[src/rtl/gcx_pkg.sv]
// Package: shared index map, field widths and the access-target type for the
// graphics-controller extension lock gate. Assumes a 16-entry index space.
package gcx_pkg;
    localparam int          GCX_IDX_W   = 4;
    localparam int          GCX_DATA_W  = 8;
    localparam int          GCX_KEY_W   = 3;
    localparam int          GCX_STRAP_W = 5;
    localparam logic [3:0]  GCX_EXT_LO  = 4'h9;
    localparam logic [3:0]  GCX_EXT_HI  = 4'hE;
    localparam logic [3:0]  GCX_LOCK_IX = 4'hF;
    localparam logic [2:0]  GCX_KEY     = 3'b101;

    typedef enum logic [1:0] {
        TGT_STD  = 2'd0,
        TGT_EXT  = 2'd1,
        TGT_LOCK = 2'd2
    } gcx_tgt_e;
endpackage

[src/rtl/gcx_lock_ctl.sv]
// Lock controller: holds the key field and the strap bits that were captured
// during reset. The window is open only while the key field matches KEY.
// Assumes a synchronous active-low reset that is held for at least one edge.
module gcx_lock_ctl #(
    parameter int         KEY_W   = 3,
    parameter int         STRAP_W = 5,
    parameter logic [2:0] KEY     = 3'b101
) (
    input  logic               clk,
    input  logic               rst_n,
    input  logic               key_we,
    input  logic [KEY_W-1:0]   key_wdata,
    input  logic [STRAP_W-1:0] strap_in,
    output logic [KEY_W-1:0]   key_q,
    output logic [STRAP_W-1:0] strap_q,
    output logic               unlocked
);
    // Key field: cleared by reset and replaced on each lock-register write.
    always_ff @(posedge clk) begin
        if (!rst_n)      key_q <= '0;
        else if (key_we) key_q <= key_wdata;
    end

    // Strap capture: the pins are sampled only while reset is held.
    always_ff @(posedge clk) begin
        if (!rst_n) strap_q <= strap_in;
    end

    // Window state: compare the stored field with the key.
    always_comb unlocked = (key_q == KEY[KEY_W-1:0]);

    // reset leaves the window closed
    a_r1_reset_locked: assert property (@(posedge clk)
        !rst_n |=> !unlocked);
    // writing the key opens the window
    a_r3_key_opens: assert property (@(posedge clk) disable iff (!rst_n)
        (key_we && key_wdata == KEY[KEY_W-1:0]) |=> unlocked);
    // writing any other value closes it
    a_r3_other_closes: assert property (@(posedge clk) disable iff (!rst_n)
        (key_we && key_wdata != KEY[KEY_W-1:0]) |=> !unlocked);
    // captured straps are frozen once reset is released
    a_r7_strap_frozen: assert property (@(posedge clk) disable iff (!rst_n)
        1'b1 |=> $stable(strap_q));
endmodule

[src/rtl/gcx_ext_regs.sv]
// Extension register file: one byte-wide register per slot in the extension
// window. A write lands only if the window is open. Assumes slot < N_SLOT
// whenever we is high.
module gcx_ext_regs #(
    parameter int DATA_W = 8,
    parameter int N_SLOT = 6,
    localparam int SLOT_W = (N_SLOT > 1) ? $clog2(N_SLOT) : 1
) (
    input  logic              clk,
    input  logic              rst_n,
    input  logic              we,
    input  logic              unlocked,
    input  logic [SLOT_W-1:0] slot,
    input  logic [DATA_W-1:0] wdata,
    output logic [DATA_W-1:0] rdata
);
    logic [N_SLOT*DATA_W-1:0] file_q;

    genvar g;
    generate
        for (g = 0; g < N_SLOT; g++) begin : g_slot
            // Slot g: cleared by reset, written on an open-window hit.
            always_ff @(posedge clk) begin
                if (!rst_n)
                    file_q[g*DATA_W +: DATA_W] <= '0;
                else if (we && unlocked && slot == SLOT_W'(g))
                    file_q[g*DATA_W +: DATA_W] <= wdata;
            end
        end
    endgenerate

    // Read select: pick the addressed slot.
    always_comb begin
        rdata = '0;
        for (int i = 0; i < N_SLOT; i++)
            if (slot == SLOT_W'(i)) rdata = file_q[i*DATA_W +: DATA_W];
    end

    // a write while the window is closed changes nothing
    a_r5_locked_write_dropped: assert property (@(posedge clk) disable iff (!rst_n)
        (we && !unlocked) |=> $stable(file_q));
    // reset clears every slot
    a_r1_file_cleared: assert property (@(posedge clk)
        !rst_n |=> file_q == '0);
endmodule

[src/rtl/gcx_rd_path.sv]
// Read path: registers the result of a read strobe. A closed window reads as
// all ones. Assumes the sources are valid in the cycle the strobe is high.
module gcx_rd_path
    import gcx_pkg::*;
#(
    parameter int DATA_W = 8
) (
    input  logic              clk,
    input  logic              rst_n,
    input  logic              rd_en,
    input  gcx_tgt_e          tgt,
    input  logic              unlocked,
    input  logic [DATA_W-1:0] std_data,
    input  logic [DATA_W-1:0] ext_data,
    input  logic [DATA_W-1:0] lock_data,
    output logic [DATA_W-1:0] rd_data
);
    logic [DATA_W-1:0] sel;

    // Source select by target, with the closed-window mask.
    always_comb begin
        unique case (tgt)
            TGT_EXT:  sel = unlocked ? ext_data : '1;
            TGT_LOCK: sel = lock_data;
            default:  sel = std_data;
        endcase
    end

    // Result register: loads on a read strobe, otherwise holds.
    always_ff @(posedge clk) begin
        if (!rst_n)     rd_data <= '0;
        else if (rd_en) rd_data <= sel;
    end

    // a closed-window read returns all ones
    a_r4_locked_reads_ff: assert property (@(posedge clk) disable iff (!rst_n)
        (rd_en && tgt == TGT_EXT && !unlocked) |=> rd_data == '1);
    // without a strobe the result holds
    a_r9_hold: assert property (@(posedge clk) disable iff (!rst_n)
        !rd_en |=> $stable(rd_data));
endmodule

[src/rtl/gcx_lock_gate.sv]
// Top: decodes the index into the standard, extension or lock target, routes
// the strobes, and puts the lock controller, extension file and read path
// together. Assumes wr_en and rd_en are never high in the same cycle.
module gcx_lock_gate
    import gcx_pkg::*;
#(
    parameter int         IDX_W   = GCX_IDX_W,
    parameter int         DATA_W  = GCX_DATA_W,
    parameter int         KEY_W   = GCX_KEY_W,
    parameter int         STRAP_W = GCX_STRAP_W,
    parameter logic [3:0] EXT_LO  = GCX_EXT_LO,
    parameter logic [3:0] EXT_HI  = GCX_EXT_HI,
    parameter logic [3:0] LOCK_IX = GCX_LOCK_IX,
    parameter logic [2:0] KEY     = GCX_KEY
) (
    input  logic               clk,
    input  logic               rst_n,
    input  logic [IDX_W-1:0]   idx,
    input  logic               wr_en,
    input  logic [DATA_W-1:0]  wr_data,
    input  logic               rd_en,
    output logic [DATA_W-1:0]  rd_data,
    input  logic [STRAP_W-1:0] strap,
    output logic               std_wr_en,
    output logic               std_rd_en,
    output logic [IDX_W-1:0]   std_idx,
    output logic [DATA_W-1:0]  std_wr_data,
    input  logic [DATA_W-1:0]  std_rd_data
);
    localparam int N_SLOT = int'(EXT_HI) - int'(EXT_LO) + 1;
    localparam int SLOT_W = (N_SLOT > 1) ? $clog2(N_SLOT) : 1;

    gcx_tgt_e           tgt;
    logic [SLOT_W-1:0]  slot;
    logic               ext_we, key_we, unlocked;
    logic [KEY_W-1:0]   key_q;
    logic [STRAP_W-1:0] strap_q;
    logic [DATA_W-1:0]  ext_rdata, lock_rdata;
    logic [IDX_W-1:0]   slot_full;

    // Index decode: pick the target for the current index.
    always_comb begin
        if (idx == IDX_W'(LOCK_IX))
            tgt = TGT_LOCK;
        else if (idx >= IDX_W'(EXT_LO) && idx <= IDX_W'(EXT_HI))
            tgt = TGT_EXT;
        else
            tgt = TGT_STD;
    end

    // Strobe routing: each write goes to exactly one target.
    always_comb begin
        slot_full   = idx - IDX_W'(EXT_LO);
        slot        = slot_full[SLOT_W-1:0];
        ext_we      = wr_en && (tgt == TGT_EXT);
        key_we      = wr_en && (tgt == TGT_LOCK);
        std_wr_en   = wr_en && (tgt == TGT_STD);
        std_rd_en   = rd_en && (tgt == TGT_STD);
        std_idx     = idx;
        std_wr_data = wr_data;
        lock_rdata  = {strap_q, key_q};
    end

    gcx_lock_ctl #(
        .KEY_W   (KEY_W),
        .STRAP_W (STRAP_W),
        .KEY     (KEY)
    ) u_lock (
        .clk       (clk),
        .rst_n     (rst_n),
        .key_we    (key_we),
        .key_wdata (wr_data[KEY_W-1:0]),
        .strap_in  (strap),
        .key_q     (key_q),
        .strap_q   (strap_q),
        .unlocked  (unlocked)
    );

    gcx_ext_regs #(
        .DATA_W (DATA_W),
        .N_SLOT (N_SLOT)
    ) u_file (
        .clk      (clk),
        .rst_n    (rst_n),
        .we       (ext_we),
        .unlocked (unlocked),
        .slot     (slot),
        .wdata    (wr_data),
        .rdata    (ext_rdata)
    );

    gcx_rd_path #(
        .DATA_W (DATA_W)
    ) u_rd (
        .clk       (clk),
        .rst_n     (rst_n),
        .rd_en     (rd_en),
        .tgt       (tgt),
        .unlocked  (unlocked),
        .std_data  (std_rd_data),
        .ext_data  (ext_rdata),
        .lock_data (lock_rdata),
        .rd_data   (rd_data)
    );

    // a write strobe reaches at most one target
    a_r8_one_target: assert property (@(posedge clk) disable iff (!rst_n)
        $onehot0({std_wr_en, ext_we, key_we}));
    // lock and extension writes never reach the standard port
    a_r8_std_isolated: assert property (@(posedge clk) disable iff (!rst_n)
        (ext_we || key_we) |-> !std_wr_en);
    // the lock read carries the stored field in its low bits
    a_r2_key_readback: assert property (@(posedge clk) disable iff (!rst_n)
        (rd_en && tgt == TGT_LOCK) |=> rd_data[KEY_W-1:0] == key_q);
endmodule

[config.mk]
export PLATFORM = sky130hd
export DESIGN_NAME = gcx_lock_gate
export DESIGN_NICKNAME = d
export VERILOG_FILES = /design/src/rtl/gcx_pkg.sv /design/src/rtl/gcx_lock_ctl.sv /design/src/rtl/gcx_ext_regs.sv /design/src/rtl/gcx_rd_path.sv /design/src/rtl/gcx_lock_gate.sv
export SDC_FILE = /design/constraint.sdc
export NUM_CORES = 1
export LEC_CHECK = 0
export CAP_MARGIN = 20
export CORE_MARGIN = 8
export CORE_UTILIZATION = 49
export CTS_BUF_LIST = sky130_fd_sc_hd__clkbuf_16
export DETAILED_ROUTE_END_ITERATION = 7
export HOLD_SLACK_MARGIN = 0.1
export PLACE_DENSITY = 0.77
export SYNTH_ARGS = -nofsm -noshare
export SYNTH_HDL_FRONTEND = slang
export SYNTH_SLANG_ARGS = --single-unit
[constraint.sdc]
create_clock -name clk -period 1.4 [get_ports clk]
set_input_delay 0.21 -clock clk [delete_from_list [all_inputs] [get_ports clk]]
set_output_delay 0.21 -clock clk [all_outputs]
set_load 0.03 [all_outputs]
==> summary.txt, run 1 <==
Fin crit share = 1.004
Syn-to-layout area delta = 32.91%
RSZ-0062 raised after global routing = yes
Routed wire length = 9439 µm
Largest net degree at the start of global routing = 52
Leak = 0.001927 µW
Setup slack, reg-to-reg = -6 ps
Post-Syn Instances = 372
Final number of hold-violating endpoints = 0
Yosys reg bits = 64
Drt pass-1 iters = 7
Fraction of layout cells with a size suffix above 1 = 0.2239
Fmax = 0.7113 GHz
Worst path slowest cell = or4_4
I/O pin cnt = 51
Critical Path RT = 1620 ps
GP Congestion = 0.8553
WP buf/inv = 0
Post-DP HPWL = 6784 µm
Routed WL per cell = 17.78 µm
Post-route cell area = 4355 µm²
Fin cells = 531
Final ANT Viol Nets = 0
CTS root buf = clkbuf_16
CTS tree = done
Post-synth EDFFs = 5
Pwr dens = 1049 nW/µm²
DRT iter0 DRCs = 209
Avg Inst Size Synth = 8.809 µm²
HP Class = in2reg
Via-per-instance ratio = 5.953
Max-slew headroom = 0.7470
Distinct cell type count after synthesis = 32
Post-Synthesis Net Count = 401
Setup ws final = -5.891 ps
Vias in the first global route = 2941
Worst Path Max Fanout = 8
Min Tclk post-route = 1406 ps
Max Cap Viol = 0
Worst-path clk slew = 50 ps
H-tree depth = 3
Total gr overflow = 0
Overall Global Routing Usage = 0.1933
Cell Area, Synth = 3277 µm²
DIE HEIGHT = 97.78 µm
Status = finished with violations
Via count = 3161
Initial antenna violation count = 0
Synth Warn # = 0
Drt drc = 0
Clock latency on the worst-skew pair = 330 ps
Setup-failing EPs final = 2
Core Area = 6644 µm²
Max VDD drop = 603.4 µV
Antenna fix cells = 0
Max stage delay on crit path = 540 ps
Ys async rst share = 0
Global-route wire length before repair = 14730 µm
Crit-path leading delay family = simple AND/OR/NAND/NOR gates
Type of destination of the critical path = flop
Placed Instances = 513
Sequential-to-total area share from yosys stat = 0.4063
Post-Place Cell Area = 4021 µm²
Worst-margin pin slew = 377.7 ps
Clock sinks = 64
CP Class = reg2reg
Main synth FF type = dfxtp_1
Arr. time, crit path = 1620 ps
Row cnt = 30
CTS buffer count = 9
Layout net count = 475
Port bufs = 50
Slew Viols, Final = 0
Initial core utilization = 0.4932
Die extent in x = 97.78 µm
DIE AREA = 9560 µm²
Critical path launch point type = flop
Failing checks = setup timing
Clock Tree Buf Depth = 2
Worst Skew = 6.072 ps
CP cell instances = nand4b_4 -> or4_4 -> mux2i_1 -> nor2_1
[layer usage]
| layer | share of wire | track usage | wire (µm) |
|---|---|---|---|
| met4 | 0.043 | 0.1283 | 409 |
| met3 | 0.077 | 0.05192 | 730 |
| met5 | 0 | 0 | 0 |
| met2 | 0.47 | 0.3068 | 4425 |
| met1 | 0.41 | 0.2244 | 3873 |
[path summary, 6_finish.rpt]
check | startpoint | cells after the start | endpoint
worst max register to register | u_lock.key_q[1] | 4 | u_file.file_q[5]
worst min-delay path | strap[4] | 1 | u_lock.strap_q[4]
worst min register to register | u_file.file_q[34] | 2 | u_file.file_q[34]
worst max-delay path | u_lock.key_q[1] | 4 | u_file.file_q[5]
[layout by cell type (no fill, tap or decap), drive strengths merged, types with 9 or more instances in the layout]
cell,instances
clkdlybuf4s50,23
clkbuf,9
nor2,26
and4,9
nand2,45
dlygate4sd2,9
o21ai,48
buf,68
dfxtp,59
mux2i,32
nor2b,10
a21oi,43
nand3,14
[what timing repair did]
| item | in CTS | in global routing |
|---|---|---|
| endpoints found under the setup margin | 56 | 30 |
| buffers inserted | 3 | 0 |
| hold buffers | 0 | 0 |
| pin swaps | 2 | 5 |
| gates resized for setup | 30 | 15 |
[metrics by stage]
step	utilization	total power (µW)	setup TNS, ps	setup slack (ps)	hold slack, ps
floorplan	-	2225	-20.08	-6.693	308.9
global placement	0.6053	2499	-25590	-556.7	455.8
detailed placement	0.6053	2506	-27290	-641.3	465.7
CTS	0.6499	4595	-20.70	-9.633	426.5
global route	0.6556	4700	-458.2	-64.29	432.9
finish	0.6556	4569	-8.088	-5.891	433.3
[final cells by class]
cell class | count | area (µm²)
inverter | 2 | 7.507
clock inverter | 7 | 53.80
clock buffer | 9 | 225.2
sequential | 64 | 1340
fill | 532 | 2288
timing repair buffer | 101 | 910.9
multi-input combinational | 268 | 1718
tap | 80 | 100.1
[where the power goes]
group,internal [µW],total [µW],leakage [µW],switching [µW]
Combinational,255,577,0.00126,323
Clock,1340,2100,0.000141,757
Sequential,1880,1890,0.000528,18.5
[registers in the layout, summed over array words and instances, names as in the netlist]
name            count
u_file.file_q      48
u_lock.key_q        3
u_lock.strap_q      5
u_rd.rd_data        8
[kinds of logic after synthesis]
group / share of synthesized area
AND/OR/NAND/NOR: 0.2027
buffers and inverters: 0.08056
AO/OA/AOI/OAI: 0.2127
flip-flops: 0.4063
multiplexers: 0.09775
[cells in the mapped netlist, types with 2 or more instances]
cell type / count / area share
buf_6: 6 / 0.021
a22oi_1: 8 / 0.018
a41o_1: 8 / 0.024
or3_1: 3 / 0.0057
o21ai_0: 48 / 0.073
edfxtp_1: 5 / 0.046
and4_1: 9 / 0.024
nand2_1: 45 / 0.052
nor2b_1: 10 / 0.019
dfxtp_1: 59 / 0.36
and2_1: 2 / 0.0038
nand3_1: 13 / 0.020
nor2_1: 26 / 0.030
a32o_1: 8 / 0.024
nand4b_4: 3 / 0.022
mux2i_1: 32 / 0.098
buf_4: 13 / 0.030
a21oi_1: 43 / 0.066
and3_1: 2 / 0.0038
nor3b_2: 2 / 0.0076
buf_2: 7 / 0.011
clkbuf_1: 10 / 0.011
No activity file was read; power rests on OpenSTA's default activity.
==> inputs of run 2 (changes only) <==
--- a/config.mk
+++ b/config.mk
@@ -5,8 +5,9 @@
 export SDC_FILE = /design/constraint.sdc
 export NUM_CORES = 1
 export LEC_CHECK = 0
+export ABC_AREA = 0
 export CAP_MARGIN = 20
-export CORE_MARGIN = 8
+export CORE_MARGIN = 2
 export CORE_UTILIZATION = 49
 export CTS_BUF_LIST = sky130_fd_sc_hd__clkbuf_16
 export DETAILED_ROUTE_END_ITERATION = 7
==> run 2 against run 1 <==
  * The run ends with DRC, setup timing left
  * Via count shrank 1.9%
  * Hold slack is essentially flat
  * First-iteration DRC count grew 21%
  * Clock power is essentially flat
  * Sequential power is essentially flat
  * Combinational power shrank 1%
  * Final area shrank 0.83%
  * Sequential share of layout area grew 0.26 points
  * Clock skew shrank 2.9 ps
  * Count of clock-buffer cells in the layout grew 1
  * Setup slack lost 7.7 ps
  * Critical endpoint is now u_file.file_q[4]
==> summary.txt, run 2 (same netlist as run 1, synthesis figures left out) <==
Status = finished with violations
Failing checks = DRC, setup timing
H-tree depth = 3
HP Start = strap[1]
Vias in the first global route = 2974
Setup-failing EPs final = 4
Max-slew headroom = 0.6173
CP cell instances = nand4b_4 -> or4_4 -> mux2i_1 -> nor2_1
Routed wire length = 8966 µm
Most common cell after layout, fill and taps aside = dfxtp_1
DIE HEIGHT = 85.78 µm
Slew Viols, Final = 0
Pwr dens = 1054 nW/µm²
Clock latency on the worst-skew pair = 330 ps
RR Startpoint = u_lock.key_q[1]
Arr. time, crit path = 1630 ps
Worst-margin pin slew = 572.8 ps
CTS buffer count = 9
Most frequent cells in the layout = dfxtp_1, buf_4, nand2_1, o21ai_0, a21oi_1
Via count = 3100
Via-per-instance ratio = 5.927
Final ANT Viol Nets = 0
CP Class = reg2reg
Max Cap Viol = 0
Worst-path clk slew = 50 ps
Fin cells = 523
Die extent in x = 85.78 µm
DRT iter0 DRCs = 253
Clock Tree Buf Depth = 2
Largest net degree at the start of global routing = 52
Initial core utilization = 0.5102
Clock sinks = 64
Max VDD drop = 758.1 µV
Critical Path RT = 1610 ps
RSZ-0062 raised after global routing = yes
Max FFs per register = 48
Fmax = 0.7074 GHz
Setup slack, reg-to-reg = -10 ps
Biggest regs = u_file.file_q x48, u_rd.rd_data x8, u_lock.strap_q x5
Worst path slowest cell = or4_4
CTS tree = done
Tot Pwr = 4551 µW
HP Class = in2reg
Layout fillers = 517
Syn-to-layout area delta = 31.81%
Max stage delay on crit path = 550 ps
GP Congestion = 0.9097
Row cnt = 29
Cts-stage hold buffer count = 0
Leak = 0.001914 µW
Initial antenna violation count = 0
Antenna fix cells = 0
Port bufs = 50
Worst Skew = 3.173 ps
Fin crit share = 1.010
Largest Register = u_file.file_q
Type of destination of the critical path = flop
DIE AREA = 7357 µm²
Total gr overflow = 0
Post-DP HPWL = 6247 µm
Global-route wire length before repair = 14480 µm
Overall Global Routing Usage = 0.2510
Drt drc = 3
Routed WL per cell = 17.14 µm
Setup ws final = -13.63 ps
Final number of hold-violating endpoints = 0
Critical path origin = u_lock.key_q[1]
CTS root buf = clkbuf_16
Layout net count = 470
Min Tclk post-route = 1414 ps
Core Area = 6422 µm²
Critical path launch point type = flop
Fraction of layout cells with a size suffix above 1 = 0.2197
Drt pass-1 iters = 7
Placed Instances = 505
I/O pin cnt = 51
Worst Path Max Fanout = 8
==> run 2: cell type report <==
type,instances,area [µm²],share of cell area
clock inverters,6,33.78,0.007822
flip-flops and latches,64,1340,0.3103
repair buffers,96,879.6,0.2037
inverters,2,7.507,0.001738
clock buffers,10,250.2,0.05794
well taps,77,96.34,0.02231
multi-input cells,268,1712,0.3963
==> run 2: worst max-delay path, delay by kind of cell, from the launching register on <==
kind             cells  cell delay, ps
DFF                  1             320
muxes                1             190
and+or+nand+nor      3             770
==> run 2: path summary, 6_finish.rpt <==
check / cells past startpoint / endpoint
hold / removal: 1 / u_lock.strap_q[1]
setup reg to reg: 4 / u_file.file_q[4]
hold reg to reg: 2 / u_file.file_q[32]
setup / recovery: 4 / u_file.file_q[4]
==> run 2: power by group <==
part	total [µW]	switching [µW]	internal, µW
Sequential	1890	15.6	1870
Clock	2090	804	1290
Combinational	570	317	253
Total	4550	1140	3410
==> run 2: metal layers <==
metal,global-route usage,vias to the layer above,routed length [µm]
li1,-,1475,-
met1,0.3164,1488,3805
met2,0.4254,121,4424
met3,0.03754,16,556
met4,0.1126,0,179
met5,0,-,0
==> run 2: repair_timing <==
item,in CTS,in global routing
buffers inserted,3,0
cloned,0,0
resized for setup,30,11
endpoints found under the setup margin,62,29
pin swaps,1,2
==> run 2: metrics by stage <==
stage	cell area, µm²	util	setup slack [ps]	TNS (ps)	hold WS (ps)
after floorplan	3299	-	-6.693	-20.08	308.9
final	4319	0.6725	-13.63	-35.32	433.2
after CTS	4307	0.6706	-16.87	-33.02	432.2
after detailed placement	3993	0.6217	-564.5	-27980	461.4
after global routing	4319	0.6725	-61.85	-413.3	446.5
after global placement	3993	0.6217	-520.1	-25610	458.8
==> inputs of run 3 (changes only) <==
--- a/config.mk
+++ b/config.mk
@@ -8,11 +8,10 @@
 export ABC_AREA = 0
 export CAP_MARGIN = 20
 export CORE_MARGIN = 2
-export CORE_UTILIZATION = 49
+export CORE_UTILIZATION = 58
 export CTS_BUF_LIST = sky130_fd_sc_hd__clkbuf_16
 export DETAILED_ROUTE_END_ITERATION = 7
-export HOLD_SLACK_MARGIN = 0.1
-export PLACE_DENSITY = 0.77
+export PLACE_DENSITY = 0.85
 export SYNTH_ARGS = -nofsm -noshare
 export SYNTH_HDL_FRONTEND = slang
 export SYNTH_SLANG_ARGS = --single-unit
==> constraint.sdc (replaced) <==
create_clock -name clk -period 1.7 [get_ports clk]
set_input_delay 0.255 -clock clk [delete_from_list [all_inputs] [get_ports clk]]
set_output_delay 0.255 -clock clk [all_outputs]
set_load 0.03 [all_outputs]
==> run 3 against run 2 <==
  * Wire length grew 5.8%
  * Critical path depth shrank 3
  * Final area shrank 2.0%
  * Core utilization grew 10 points
  * Highest routed layer unchanged
  * Setup slack gained 52 ps
  * Non-clock buffer count is the same
  * Die area shrank 15%
  * Critical endpoint is now rd_data[0]
  * The run now ends clean
  * Global-route usage grew 5.7 points
  * Power shrank 17%
  * Critical path type is now reg2out
  * Combinational power shrank 17%
==> summary.txt, run 3 (same netlist as run 1, synthesis figures left out) <==
H-tree depth = 3
Max VDD drop = 754.6 µV
Max FFs per register = 48
CTS buffer count = 9
Overall Global Routing Usage = 0.3081
Leak = 0.001832 µW
Most frequent cells in the layout = dfxtp_1, buf_4, o21ai_0
Fraction of layout cells with a size suffix above 1 = 0.1906
Clock latency on the worst-skew pair = 330 ps
Antenna fix cells = 0
Fin cells = 518
RSZ-0062 raised after global routing = no
Final number of hold-violating endpoints = 0
HP Class = reg2reg
I/O pin cnt = 51
Largest Register = u_file.file_q
Layout fillers = 381
Min Tclk post-route = 1661 ps
Critical path origin = u_rd.rd_data[0]
Setup TNS = 0 ps
Via count = 3254
Die extent in x = 79.17 µm
Initial antenna violation count = 0
Placed Instances = 500
Worst-margin pin slew = 395.9 ps
Layout net count = 470
Register Area = 1331 µm²
Setup-failing EPs final = 0
Drt drc = 0
DIE HEIGHT = 79.17 µm
CP Class = reg2out
Worst path slowest cell = clkdlybuf4s50_1
RR Startpoint = u_lock.key_q[0]
Crit-path leading delay family = buffers and inverters
Biggest regs = u_file.file_q x48, u_rd.rd_data x8, u_lock.strap_q x5
Area occupied by multi-input gates = 1689 µm²
Type of destination of the critical path = output pin
Total gr overflow = 0
Worst Path Max Fanout = 2
Clock sinks = 64
Core Area = 5473 µm²
Initial core utilization = 0.5988
Post-DP HPWL = 6558 µm
Critical Path RT = 1440 ps
CTS tree = done
Largest net degree at the start of global routing = 57
Global-route wire length before repair = 14720 µm
Via-per-instance ratio = 6.282
DIE AREA = 6267 µm²
Routed wire length = 9489 µm
CP cell instances = clkdlybuf4s50_1
Pwr dens = 890.9 nW/µm²
Worst-path clk slew = 50 ps
Max-slew headroom = 0.7348
Port bufs = 50
HP Start = u_file.file_q[16]
Most common cell after layout, fill and taps aside = dfxtp_1
Arr. time, crit path = 1410 ps
Syn-to-layout area delta = 29.21%
CTS root buf = clkbuf_16
Routed WL per cell = 18.32 µm
Max Cap Viol = 0
Fin crit share = 0.9772
Max stage delay on crit path = 720 ps
DRT iter0 DRCs = 348
Status = complete, no violations
GP Congestion = 0.9431
Fmax = 0.6020 GHz
Final ANT Viol Nets = 0
Row cnt = 27
Worst Skew = 5.385 ps
Critical path launch point type = flop
WP buf/inv = 1
Slew Viols, Final = 0
Drt pass-1 iters = 5
Clock Tree Buf Depth = 2
Vias in the first global route = 3075
-- run 3: area by class of cell --
class / count / share of cell area
multi-input cells: 268 / 0.3989
well taps: 72 / 0.02128
clock buffers: 9 / 0.05319
inverters: 2 / 0.001773
repair buffers: 96 / 0.1974
clock inverters: 7 / 0.01300
flip-flops and latches: 64 / 0.3144
-- run 3: tightest hold or removal path: cells and delay by family (launching register included) --
family	cells	cell delay, ps
flip-flops	1	300
AO/OA/AOI/OAI	2	120
-- run 3: routing by layer --
metal | wire [µm] | vias to the layer above | global-route usage
met1 | 3722 | 1574 | 0.3581
met3 | 621 | 31 | 0.06364
met4 | 339 | 0 | 0.1690
met2 | 4806 | 170 | 0.5288
met5 | 0 | - | 0
li1 | - | 1479 | -
-- run 3: final timing paths --
check                      end  slack, ps  cells past startpoint
max                 rd_data[0]         40                      1
min          u_file.file_q[16]        480                      2
max reg2reg  u_file.file_q[31]        140                      5
min reg2reg  u_file.file_q[16]        480                      2
-- run 3: what timing repair did --
item                                   CTS  global route
setup endpoints to repair               10             3
hold buffers                             0             0
pin swaps                                1             3
endpoints found under the hold margin    0             0
resized for setup                        2             6
buffers inserted                         1             1
-- run 3: power by group --
group / switching, µW / internal [µW] / total, µW
Combinational: 262 / 210 / 472
Clock: 630 / 1110 / 1740
Sequential: 15.9 / 1550 / 1560
Total: 908 / 2860 / 3770
-- run 3: stage by stage --
| stage | hold slack [ps] | util | power, µW | worst slack (ps) | cell area (µm²) |
|---|---|---|---|---|---|
| floorplan | 353.9 | - | 1833 | 241.7 | 3277 |
| global placement | 457.0 | 0.7160 | 2036 | -290.5 | 3919 |
| detailed placement | 466.5 | 0.7160 | 2045 | -388.3 | 3919 |
| CTS | 475.9 | 0.7689 | 3765 | 15.70 | 4208 |
| global route | 478.3 | 0.7737 | 3872 | 6.758 | 4234 |
| finish | 478.2 | 0.7737 | 3772 | 38.82 | 4234 |
